`src/rtl/idxb_pkg.sv`:
```
package idxb_pkg;
  localparam int DW          = 64;
  localparam int OFF_W       = 12;
  localparam int STAT_W      = 2;
  localparam int XFER_BYTES  = 8;

  // register index map (byte address >> 3)
  localparam int IDX_OFFSET  = 0;
  localparam int IDX_WINDOW  = 1;
  localparam int IDX_FLAGS   = 2;
  localparam int N_SINK      = 2;
  localparam int SINK_IDX [N_SINK] = '{5, 6};

  // flag bit positions
  localparam int FL_UNK_BIT  = 0;
  localparam int FL_SIZE_BIT = 1;

  typedef enum logic [2:0] {
    RK_OFFSET,
    RK_WINDOW,
    RK_FLAGS,
    RK_SINK,
    RK_UNKNOWN
  } rkind_e;

  // write-one-to-clear update
  function automatic logic [STAT_W-1:0] w1c(input logic [STAT_W-1:0] cur,
                                            input logic [STAT_W-1:0] ones);
    return cur & ~ones;
  endfunction

  function automatic logic [DW-1:0] zext_off(input logic [OFF_W-1:0] o);
    return {{(DW-OFF_W){1'b0}}, o};
  endfunction

  function automatic logic [DW-1:0] zext_flags(input logic [STAT_W-1:0] f);
    return {{(DW-STAT_W){1'b0}}, f};
  endfunction
endpackage

```
`src/rtl/idxb_decode.sv`:
```
module idxb_decode
  import idxb_pkg::*;
#(
  parameter int AW = 16
) (
  input  logic [AW-4:0] idx,
  input  logic [3:0]    size,
  output rkind_e        kind,
  output logic          size_ok
);
  logic [31:0] idx32;
  logic [N_SINK-1:0] sink_hit;

  assign idx32   = 32'(idx);
  assign size_ok = (size == 4'(XFER_BYTES));

  for (genvar g = 0; g < N_SINK; g++) begin : g_sink
    assign sink_hit[g] = (idx32 == 32'(SINK_IDX[g]));
  end

  always_comb begin
    if (idx32 == 32'(IDX_OFFSET))      kind = RK_OFFSET;
    else if (idx32 == 32'(IDX_WINDOW)) kind = RK_WINDOW;
    else if (idx32 == 32'(IDX_FLAGS))  kind = RK_FLAGS;
    else if (|sink_hit)                kind = RK_SINK;
    else                               kind = RK_UNKNOWN;
  end
endmodule

```
`src/rtl/idxb_regs.sv`:
```
module idxb_regs
  import idxb_pkg::*;
(
  input  logic              clk,
  input  logic              rst_n,
  input  logic              off_we,
  input  logic [DW-1:0]     wdata,
  input  logic              flags_we,
  input  logic              set_unk,
  input  logic              set_size,
  output logic [OFF_W-1:0]  off_q,
  output logic [STAT_W-1:0] flags_q
);
  logic [STAT_W-1:0] set_vec;

  always_comb begin
    set_vec = '0;
    set_vec[FL_UNK_BIT]  = set_unk;
    set_vec[FL_SIZE_BIT] = set_size;
  end

  always_ff @(posedge clk) begin
    if (!rst_n) begin
      off_q   <= '0;
      flags_q <= '0;
    end else begin
      if (off_we) off_q <= wdata[OFF_W-1:0];
      if (flags_we) flags_q <= w1c(flags_q, wdata[STAT_W-1:0]);
      else          flags_q <= flags_q | set_vec;
    end
  end
endmodule

```
`src/rtl/idxb_fwd.sv`:
```
module idxb_fwd
  import idxb_pkg::*;
(
  input  logic             clk,
  input  logic             rst_n,
  input  logic             start,
  input  logic             start_we,
  input  logic [OFF_W-1:0] start_off,
  input  logic [DW-1:0]    start_wdata,
  output logic             tgt_req,
  output logic             tgt_we,
  output logic [OFF_W-1:0] tgt_off,
  output logic [DW-1:0]    tgt_wdata,
  input  logic             tgt_ack,
  input  logic [DW-1:0]    tgt_rdata,
  output logic             busy,
  output logic             fin,
  output logic [DW-1:0]    fin_rdata
);
  typedef enum logic {FS_IDLE, FS_WAIT} fstate_e;
  fstate_e st_q;

  always_ff @(posedge clk) begin
    if (!rst_n) begin
      st_q      <= FS_IDLE;
      tgt_we    <= 1'b0;
      tgt_off   <= '0;
      tgt_wdata <= '0;
    end else begin
      case (st_q)
        FS_IDLE: if (start) begin
          st_q      <= FS_WAIT;
          tgt_we    <= start_we;
          tgt_off   <= start_off;
          tgt_wdata <= start_we ? start_wdata : '0;
        end
        FS_WAIT: if (tgt_ack) st_q <= FS_IDLE;
        default: st_q <= FS_IDLE;
      endcase
    end
  end

  assign tgt_req   = (st_q == FS_WAIT);
  assign busy      = tgt_req;
  assign fin       = tgt_req & tgt_ack;
  assign fin_rdata = tgt_we ? '0 : tgt_rdata;
endmodule

```
`src/rtl/idxb_top.sv`:
```
module idxb_top
  import idxb_pkg::*;
#(
  parameter int AW = 16
) (
  input  logic             clk,
  input  logic             rst_n,
  input  logic             sb_req,
  input  logic             sb_we,
  input  logic [AW-1:0]    sb_addr,
  input  logic [3:0]       sb_size,
  input  logic [DW-1:0]    sb_wdata,
  output logic             sb_busy,
  output logic             sb_done,
  output logic [DW-1:0]    sb_rdata,
  output logic             sb_err,
  output logic             tgt_req,
  output logic             tgt_we,
  output logic [OFF_W-1:0] tgt_off,
  output logic [DW-1:0]    tgt_wdata,
  input  logic             tgt_ack,
  input  logic [DW-1:0]    tgt_rdata
);
  rkind_e            kind;
  logic              size_ok;
  logic [OFF_W-1:0]  off_q;
  logic [STAT_W-1:0] flags_q;
  logic              fwd_busy, fwd_fin;
  logic [DW-1:0]     fwd_rdata;
  logic [DW-1:0]     local_rd;
  logic              unused_addr_lsb;

  // named events for the checker
  logic ev_acc, ev_bad_size, ev_ok, ev_window, ev_off_wr;
  logic ev_flags_wr, ev_unk_wr, ev_local;

  assign unused_addr_lsb = ^sb_addr[2:0];

  idxb_decode #(.AW(AW)) u_dec (
    .idx     (sb_addr[AW-1:3]),
    .size    (sb_size),
    .kind    (kind),
    .size_ok (size_ok)
  );

  assign ev_acc      = sb_req & ~fwd_busy;
  assign ev_bad_size = ev_acc & ~size_ok;
  assign ev_ok       = ev_acc & size_ok;
  assign ev_window   = ev_ok & (kind == RK_WINDOW);
  assign ev_off_wr   = ev_ok & sb_we & (kind == RK_OFFSET);
  assign ev_flags_wr = ev_ok & sb_we & (kind == RK_FLAGS);
  assign ev_unk_wr   = ev_ok & sb_we & (kind == RK_UNKNOWN);
  assign ev_local    = ev_acc & ~ev_window;

  idxb_regs u_regs (
    .clk      (clk),
    .rst_n    (rst_n),
    .off_we   (ev_off_wr),
    .wdata    (sb_wdata),
    .flags_we (ev_flags_wr),
    .set_unk  (ev_unk_wr),
    .set_size (ev_bad_size),
    .off_q    (off_q),
    .flags_q  (flags_q)
  );

  idxb_fwd u_fwd (
    .clk         (clk),
    .rst_n       (rst_n),
    .start       (ev_window),
    .start_we    (sb_we),
    .start_off   (off_q),
    .start_wdata (sb_wdata),
    .tgt_req     (tgt_req),
    .tgt_we      (tgt_we),
    .tgt_off     (tgt_off),
    .tgt_wdata   (tgt_wdata),
    .tgt_ack     (tgt_ack),
    .tgt_rdata   (tgt_rdata),
    .busy        (fwd_busy),
    .fin         (fwd_fin),
    .fin_rdata   (fwd_rdata)
  );

  always_comb begin
    case (kind)
      RK_OFFSET: local_rd = zext_off(off_q);
      RK_FLAGS:  local_rd = zext_flags(flags_q);
      default:   local_rd = '0;
    endcase
  end

  always_ff @(posedge clk) begin
    if (!rst_n) begin
      sb_done  <= 1'b0;
      sb_rdata <= '0;
      sb_err   <= 1'b0;
    end else begin
      sb_done <= ev_local | fwd_fin;
      sb_err  <= ev_bad_size | ev_unk_wr;
      if (fwd_fin)                          sb_rdata <= fwd_rdata;
      else if (ev_local & size_ok & ~sb_we) sb_rdata <= local_rd;
      else                                  sb_rdata <= '0;
    end
  end

  assign sb_busy = fwd_busy;
endmodule

```
`config.mk`:
```
export PLATFORM = sky130hd
export DESIGN_NAME = idxb_top
export DESIGN_NICKNAME = d
export VERILOG_FILES = /design/src/rtl/idxb_pkg.sv /design/src/rtl/idxb_decode.sv /design/src/rtl/idxb_regs.sv /design/src/rtl/idxb_fwd.sv /design/src/rtl/idxb_top.sv
export SDC_FILE = /design/constraint.sdc
export NUM_CORES = 1
export LEC_CHECK = 0
export BUFFER_PORTS_ARGS = -buffer_cell sky130_fd_sc_hd__buf_4
export CORE_MARGIN = 2
export CORE_UTILIZATION = 24
export CTS_CLUSTER_DIAMETER = 50
export DETAILED_ROUTE_END_ITERATION = 10
export HOLD_SLACK_MARGIN = 0.08
export PLACE_DENSITY = 0.48
export SLEW_MARGIN = 15
export SYNTH_ARGS = -nofsm -noshare
export SYNTH_HDL_FRONTEND = slang
export SYNTH_SLANG_ARGS = --single-unit
```
`constraint.sdc`:
```
create_clock -name clk -period 2.47 [get_ports clk]
set_input_delay 0.494 -clock clk [delete_from_list [all_inputs] [get_ports clk]]
set_output_delay 0.494 -clock clk [all_outputs]
set_load 0.1 [all_outputs]
```
After elaboration in Yosys (flattened, before gate mapping)
Cells that the tools add are included.

Register bits: 158. Input bits: 153. Output and inout bits: 145. Word-level logic and storage cells: 55.

Equality and inequality tests: 8. Muxes and demuxes: 13. Bitwise logic cells: 21. Reduce and logical (&&, ||, !) cells: 4.

Operator list (count): 64-bit two-way mux (4); 32-bit zero test (1); 13-bit by 3-bit == test with 1-bit output (second input constant) (2); 12-bit one-hot mux with 2 select lines (1); 13-bit by 1-bit == test with 1-bit output (second input constant) (1); 13-bit by 2-bit == test with 1-bit output (second input constant) (1); 1-bit bitwise AND (12); 3-bit two-way mux (4); 4-bit == test (second input constant) (1); 1-bit inverter (4); 3-bit by 1-bit == test with 1-bit output (second input constant) (1); 3-bit by 2-bit == test with 1-bit output (second input constant) (1); 3-bit == test (second input constant) (1); 3-bit zero test (1); 2-bit bitwise AND (1); 1-bit two-way mux (2); 2-bit two-way mux (1); 2-bit inverter (1); 1-bit bitwise OR (2); 2-bit bitwise OR (1); 1-bit one-hot mux with 2 select lines (1); 2-bit AND reduction (1); 2-bit OR reduction (1).

Depth between registers and ports, before layout
Depth in word-level cells: 14. Mapped depth: 7. Gate-level depth less buffers: 4.

By module
Synthesis repeated with hierarchy kept, for this count alone.

Cell total of the unflattened synthesis: 645. Area total of the unflattened synthesis: 6233.5 µm².

Modules (own cells, without submodules): idxb_fwd (times used 1, cells each 419, area an instance 3629.7 µm², seq. area each 1561.5 µm²); idxb_top (times used 1, cells each 167, area an instance 1974.4 µm², seq. area each 1321.3 µm²); idxb_regs (times used 1, cells each 46, area an instance 533.0 µm², seq. area each 280.3 µm²); idxb_decode (times used 1, cells each 13, area an instance 96.3 µm², seq. area each 0.0 µm²).

Least setup slack after synthesis
OpenSTA, ideal clock, no wires.

Path kind: reg2reg. Start point: register u_fwd.st_q (netlist: u_fwd.busy). End point: register u_fwd.st_q (netlist: u_fwd.busy). Setup time: 0.115 ns. Arrival time: 1.982 ns. Data required time: 2.355 ns. Slack: 0.374 ns. Cell stages (with the launch flop): 8. Path buffers: 3. Clock period less this slack: 2.096 ns. Cell sequence: dfxtp_1 > nor2b_1 > nand2_1 > nor4b_2 > buf_4 > buf_8 > buf_8 > o21a_1.

Longest elaborated chain between the ends: 6.

Ends and longest elaborated chain: start: declaration (RTL line idxb_fwd.sv:21) `fstate_e st_q;`; start signal: assignment (RTL line idxb_fwd.sv:25) `st_q <= FS_IDLE;`; start signal: assignment (RTL line idxb_fwd.sv:32) `st_q <= FS_WAIT;`; start signal: assignment (RTL line idxb_fwd.sv:37) `FS_WAIT: if (tgt_ack) st_q <= FS_IDLE;`; 1-bit inverter (no source line); 1-bit bitwise AND (RTL line idxb_top.sv:46) `assign ev_acc = sb_req & ~fwd_busy;`; 1-bit bitwise AND (RTL line idxb_top.sv:48) `assign ev_ok = ev_acc & size_ok;`; 1-bit bitwise AND (RTL line idxb_top.sv:49) `assign ev_window = ev_ok & (kind == RK_WINDOW);`; 1-bit two-way mux (RTL line idxb_fwd.sv:31) `FS_IDLE: if (start) begin`; 1-bit one-hot mux with 2 select lines (*) (RTL line idxb_fwd.sv:30) `case (st_q)`.

Every way passes the cells marked *; elsewhere a longest branch is shown, timed or not. A chain may end at the register's enable or synchronous reset.

Worst setup path in the final report
Start point: input sb_addr[15]. End point: register u_fwd.tgt_wdata[61].

Longest elaborated chain between the ends: 9. Elaborated cells between the ends (all ways): 13. Classes of those cells: eq/ne (5); mux (4); bitwise (1); reduce/logical (3).

Ends and longest elaborated chain: start: declaration (RTL line idxb_top.sv:10) `input logic [AW-1:0] sb_addr,`; 13-bit by 3-bit == test with 1-bit output (RTL line idxb_decode.sv:18) `assign sink_hit[g] = (idx32 == 32'(SINK_IDX[g]));`; 2-bit OR reduction (RTL line idxb_decode.sv:25) `else if (|sink_hit) kind = RK_SINK;`; 3-bit two-way mux (RTL line idxb_decode.sv:25); 3-bit two-way mux (RTL line idxb_decode.sv:24) `else if (idx32 == 32'(IDX_FLAGS)) kind = RK_FLAGS;`; 3-bit two-way mux (RTL line idxb_decode.sv:23) `else if (idx32 == 32'(IDX_WINDOW)) kind = RK_WINDOW;`; 3-bit two-way mux (*) (RTL line idxb_decode.sv:22) `if (idx32 == 32'(IDX_OFFSET)) kind = RK_OFFSET;`; 3-bit by 1-bit == test with 1-bit output (*) (RTL line idxb_top.sv:49); 1-bit bitwise AND (*) (RTL line idxb_top.sv:49); 2-bit AND reduction (no source line) (*); end signal: assignment (RTL line idxb_fwd.sv:35) `tgt_wdata <= start_we ? start_wdata : '0;`; end: declaration (RTL line idxb_fwd.sv:13) `output logic [DW-1:0] tgt_wdata,`.

Marked as above.

==> results by group <==
GRT
  • GRT overflow: 0
  • Total track usage: 0.144
  • Largest net degree at the start of global routing: 65
  • Initial antenna violation count: 0
  • First-pass GRT wire length: between 20000 and 30000 µm
  • Vias in the first global route: 4765

Min path
  • Hold crit path type: in -> reg
  • Hold path cells: 2
  • Hold Path End: sb_rdata[61]
  • Worst hold start: tgt_rdata[61]

Placed design
  • Routability cong.: 0.727
  • I/O Buffers: 294
  • Detailed placer's ending HPWL: 13500 µm

Synthesis
  • Seq cells post-synth: 158
  • Main area contributors after synthesis: dfxtp_1 56%, mux2i_1 14%, nand2_1 11%, and2_1 5.8%, clkbuf_1 2.1%
  • Net Count, Synth: about 730
  • Yosys cell types: 34
  • Async SR Flop Fraction: 0
  • Seq/Total Area, Yosys: 0.558
  • Top cell type's share of synthesized area: 0.558
  • Post-synth EDFFs: 0
  • Cell taking the most area after synthesis: dfxtp_1
  • Post-synth top cells: 161 x nand2_1, 158 x dfxtp_1, 79 x mux2i_1
  • Post-Syn Area per Cell: 9.88 µm²
  • Mapped Area: 0.00567 mm²
  • Synthesis warning total: 0
  • Most frequent cell after synthesis: nand2_1
  • Synth Instances: 574
  • Main synth FF type: dfxtp_1

Critical path
  • Critical path fanouts, max: 14
  • Worst R2R Start: u_fwd.busy
  • Worst reg-to-reg path cell count: 6
  • Critical Path RT: ~2800 ps
  • Critical path capture point type: flop
  • Critical Path Start Type: input port
  • CP Class: in -> reg
  • Worst R2R Setup Slack: between 600 and 700 ps
  • Worst R2R End: u_fwd.tgt_wdata[61]
  • Arrival @ worst endpoint: 2230 ps

Clocking
  • Clock Pin Slew Worst Setup and Hold Paths: 70 ps
  • Depth of the CTS H-tree: 4
  • Post-CTS setup buffers: 0
  • Clock Root Buffer: clkbuf_16
  • CTS tree: done
  • Post_cts resized: 0
  • CTS max path bufs: 2
  • Hold buffer count at cts: 0
  • Num Clock Sinks: 158
  • Inserted Clock Buffers: 17
  • Clock latency on the worst-skew pair: 410 ps

Die
  • Io pins: 298
  • Std cell rows: 56
  • Initial core utilization: 0.243
  • Die height: approximately 160 µm
  • DIE AREA: about 0.025 mm²
  • Die X: 158 µm
  • Core ar.: 0.0233 mm²

Power and ir drop
  • Leak Pwr: roughly 3.8 nW
  • Peak VDD IR: 380 µV
  • Pwr dens: 614 mW/mm²

Timing
  • Setup_tns: 0 ps
  • Unrepaired setup endpoints after global routing: false
  • Final Critical Period: about 1900 ps
  • Period utilization: 0.763
  • Fmax: 0.530 GHz
  • Final number of max-transition violations: 0
  • Final hold slack: between 200 and 300 ps
  • Slew HR: 0.604
  • Setup Skew: between 10 and 15 ps
  • Setup Viol. Count Final: 0
  • Slew @ Worst Pin: 594 ps
  • Final hold viol count: 0

Finish
  • Footprint of the multi-input gates: ~0.0023 mm²
  • Antenna diode count: 0
  • Layout cells sized above 1: 0.405
  • Area Overhead vs Synth: 57.8%
  • FF+latch area: around 0.0032 mm²
  • Nets: 1021
  • Fillers: 2408

Routing
  • Iteration-0 DRC Markers: around 190
  • Vias: 4934
  • Drt pass-1 iters: 4
  • Post-route ant nets: 0
  • Routed vias/inst: roughly 4.1
  • Residual DRC: 0
  • WL/cell: 15.4 µm
  • Total Routed Length: 18500 µm

Status
  • Status: complete, no violations

Job
  • MaxCap Viol Count: 0
[cells by family after synthesis]
group	share of synthesized area
compound gates	0.0527
buf+inv	0.0371
flops	0.558
mux	0.139
simple gates	0.213
[critical path, stage by stage]
cell	delay (ps)
buf_4	110
nor4_1	410
buf_4	200
and3_1	170
nor4b_4	220
buf_4	240
buf_12	180
mux2i_1	190
[routing by layer]
metal  track usage  vias to the layer above  wire length [µm]  part of all wire
met1         0.185                     2223              8170              0.44
li1              -                     2481                 -                 -
met4        0.0329                        0                97            0.0053
met5             0                        -                 0                 0
met3        0.0630                        5              2100              0.11
met2         0.224                      225              8080              0.44
[cells in the final DEF, fill, tap and decap left out, drive strengths merged]
master	instances
a21boi	12
a21o	1
a22o	10
a311oi	1
a31o	1
a41oi	1
and2	53
and3	3
and3b	1
and4b	1
buf	317
bufinv	1
clkbuf	17
clkinv	6
dfxtp	158
inv	8
mux2i	79
nand2	161
nand2b	1
nand3	3
nand3b	1
nand4	12
nand4b	1
nor2	4
nor2b	4
nor3b	1
nor4	3
nor4b	2
o21a	1
o21ai	16
or3	1
[final cells by class]
type,instances,share of cell area
multi-input cells,374,0.259
clock buffers,17,0.0475
repair buffers,317,0.278
clock inverters,15,0.0172
well taps,319,0.0446
flip-flops and latches,158,0.353
[state kept, by name, indices dropped and copies added, names as in the netlist]
| signal | flops |
|---|---|
| sb_done | 1 |
| sb_err | 1 |
| sb_rdata | 64 |
| u_fwd.busy | 1 |
| u_fwd.tgt_off | 12 |
| u_fwd.tgt_wdata | 64 |
| u_fwd.tgt_we | 1 |
| u_regs.flags_q | 2 |
| u_regs.off_q | 12 |
[worst max-delay path by stage]
stage,startpoint,end,cells after the start
final,sb_addr[15],u_fwd.tgt_wdata[61],8
after floorplan,u_fwd.busy,u_fwd.busy,7
after global placement,sb_addr[15],u_fwd.tgt_wdata[62],8
after detailed placement,sb_size[1],u_fwd.tgt_wdata[61],7
after CTS,sb_size[1],u_fwd.tgt_wdata[61],7
after global routing,sb_addr[15],u_fwd.tgt_wdata[61],8
[metrics by stage]
step / utilization / power [mW] / cells / setup WS, ps / instance area, µm²
after global routing: 0.384 / 5.75 / 1200 / 423 / 8950
after floorplan: - / 2.70 / 574 / 374 / 5670
after CTS: 0.384 / 5.60 / 1200 / 574 / 8950
after global placement: 0.359 / 2.93 / 1168 / 150 / 8370
final: 0.384 / 5.49 / 1200 / 584 / 8950
after detailed placement: 0.359 / 2.93 / 1168 / 124 / 8370
[power by group]
part           total, mW  switching, mW  internal [mW]
Combinational      0.313          0.130          0.183
Sequential          2.55        0.00126           2.55
Clock               2.63           1.20           1.43
(Power assumes the default switching activity.)
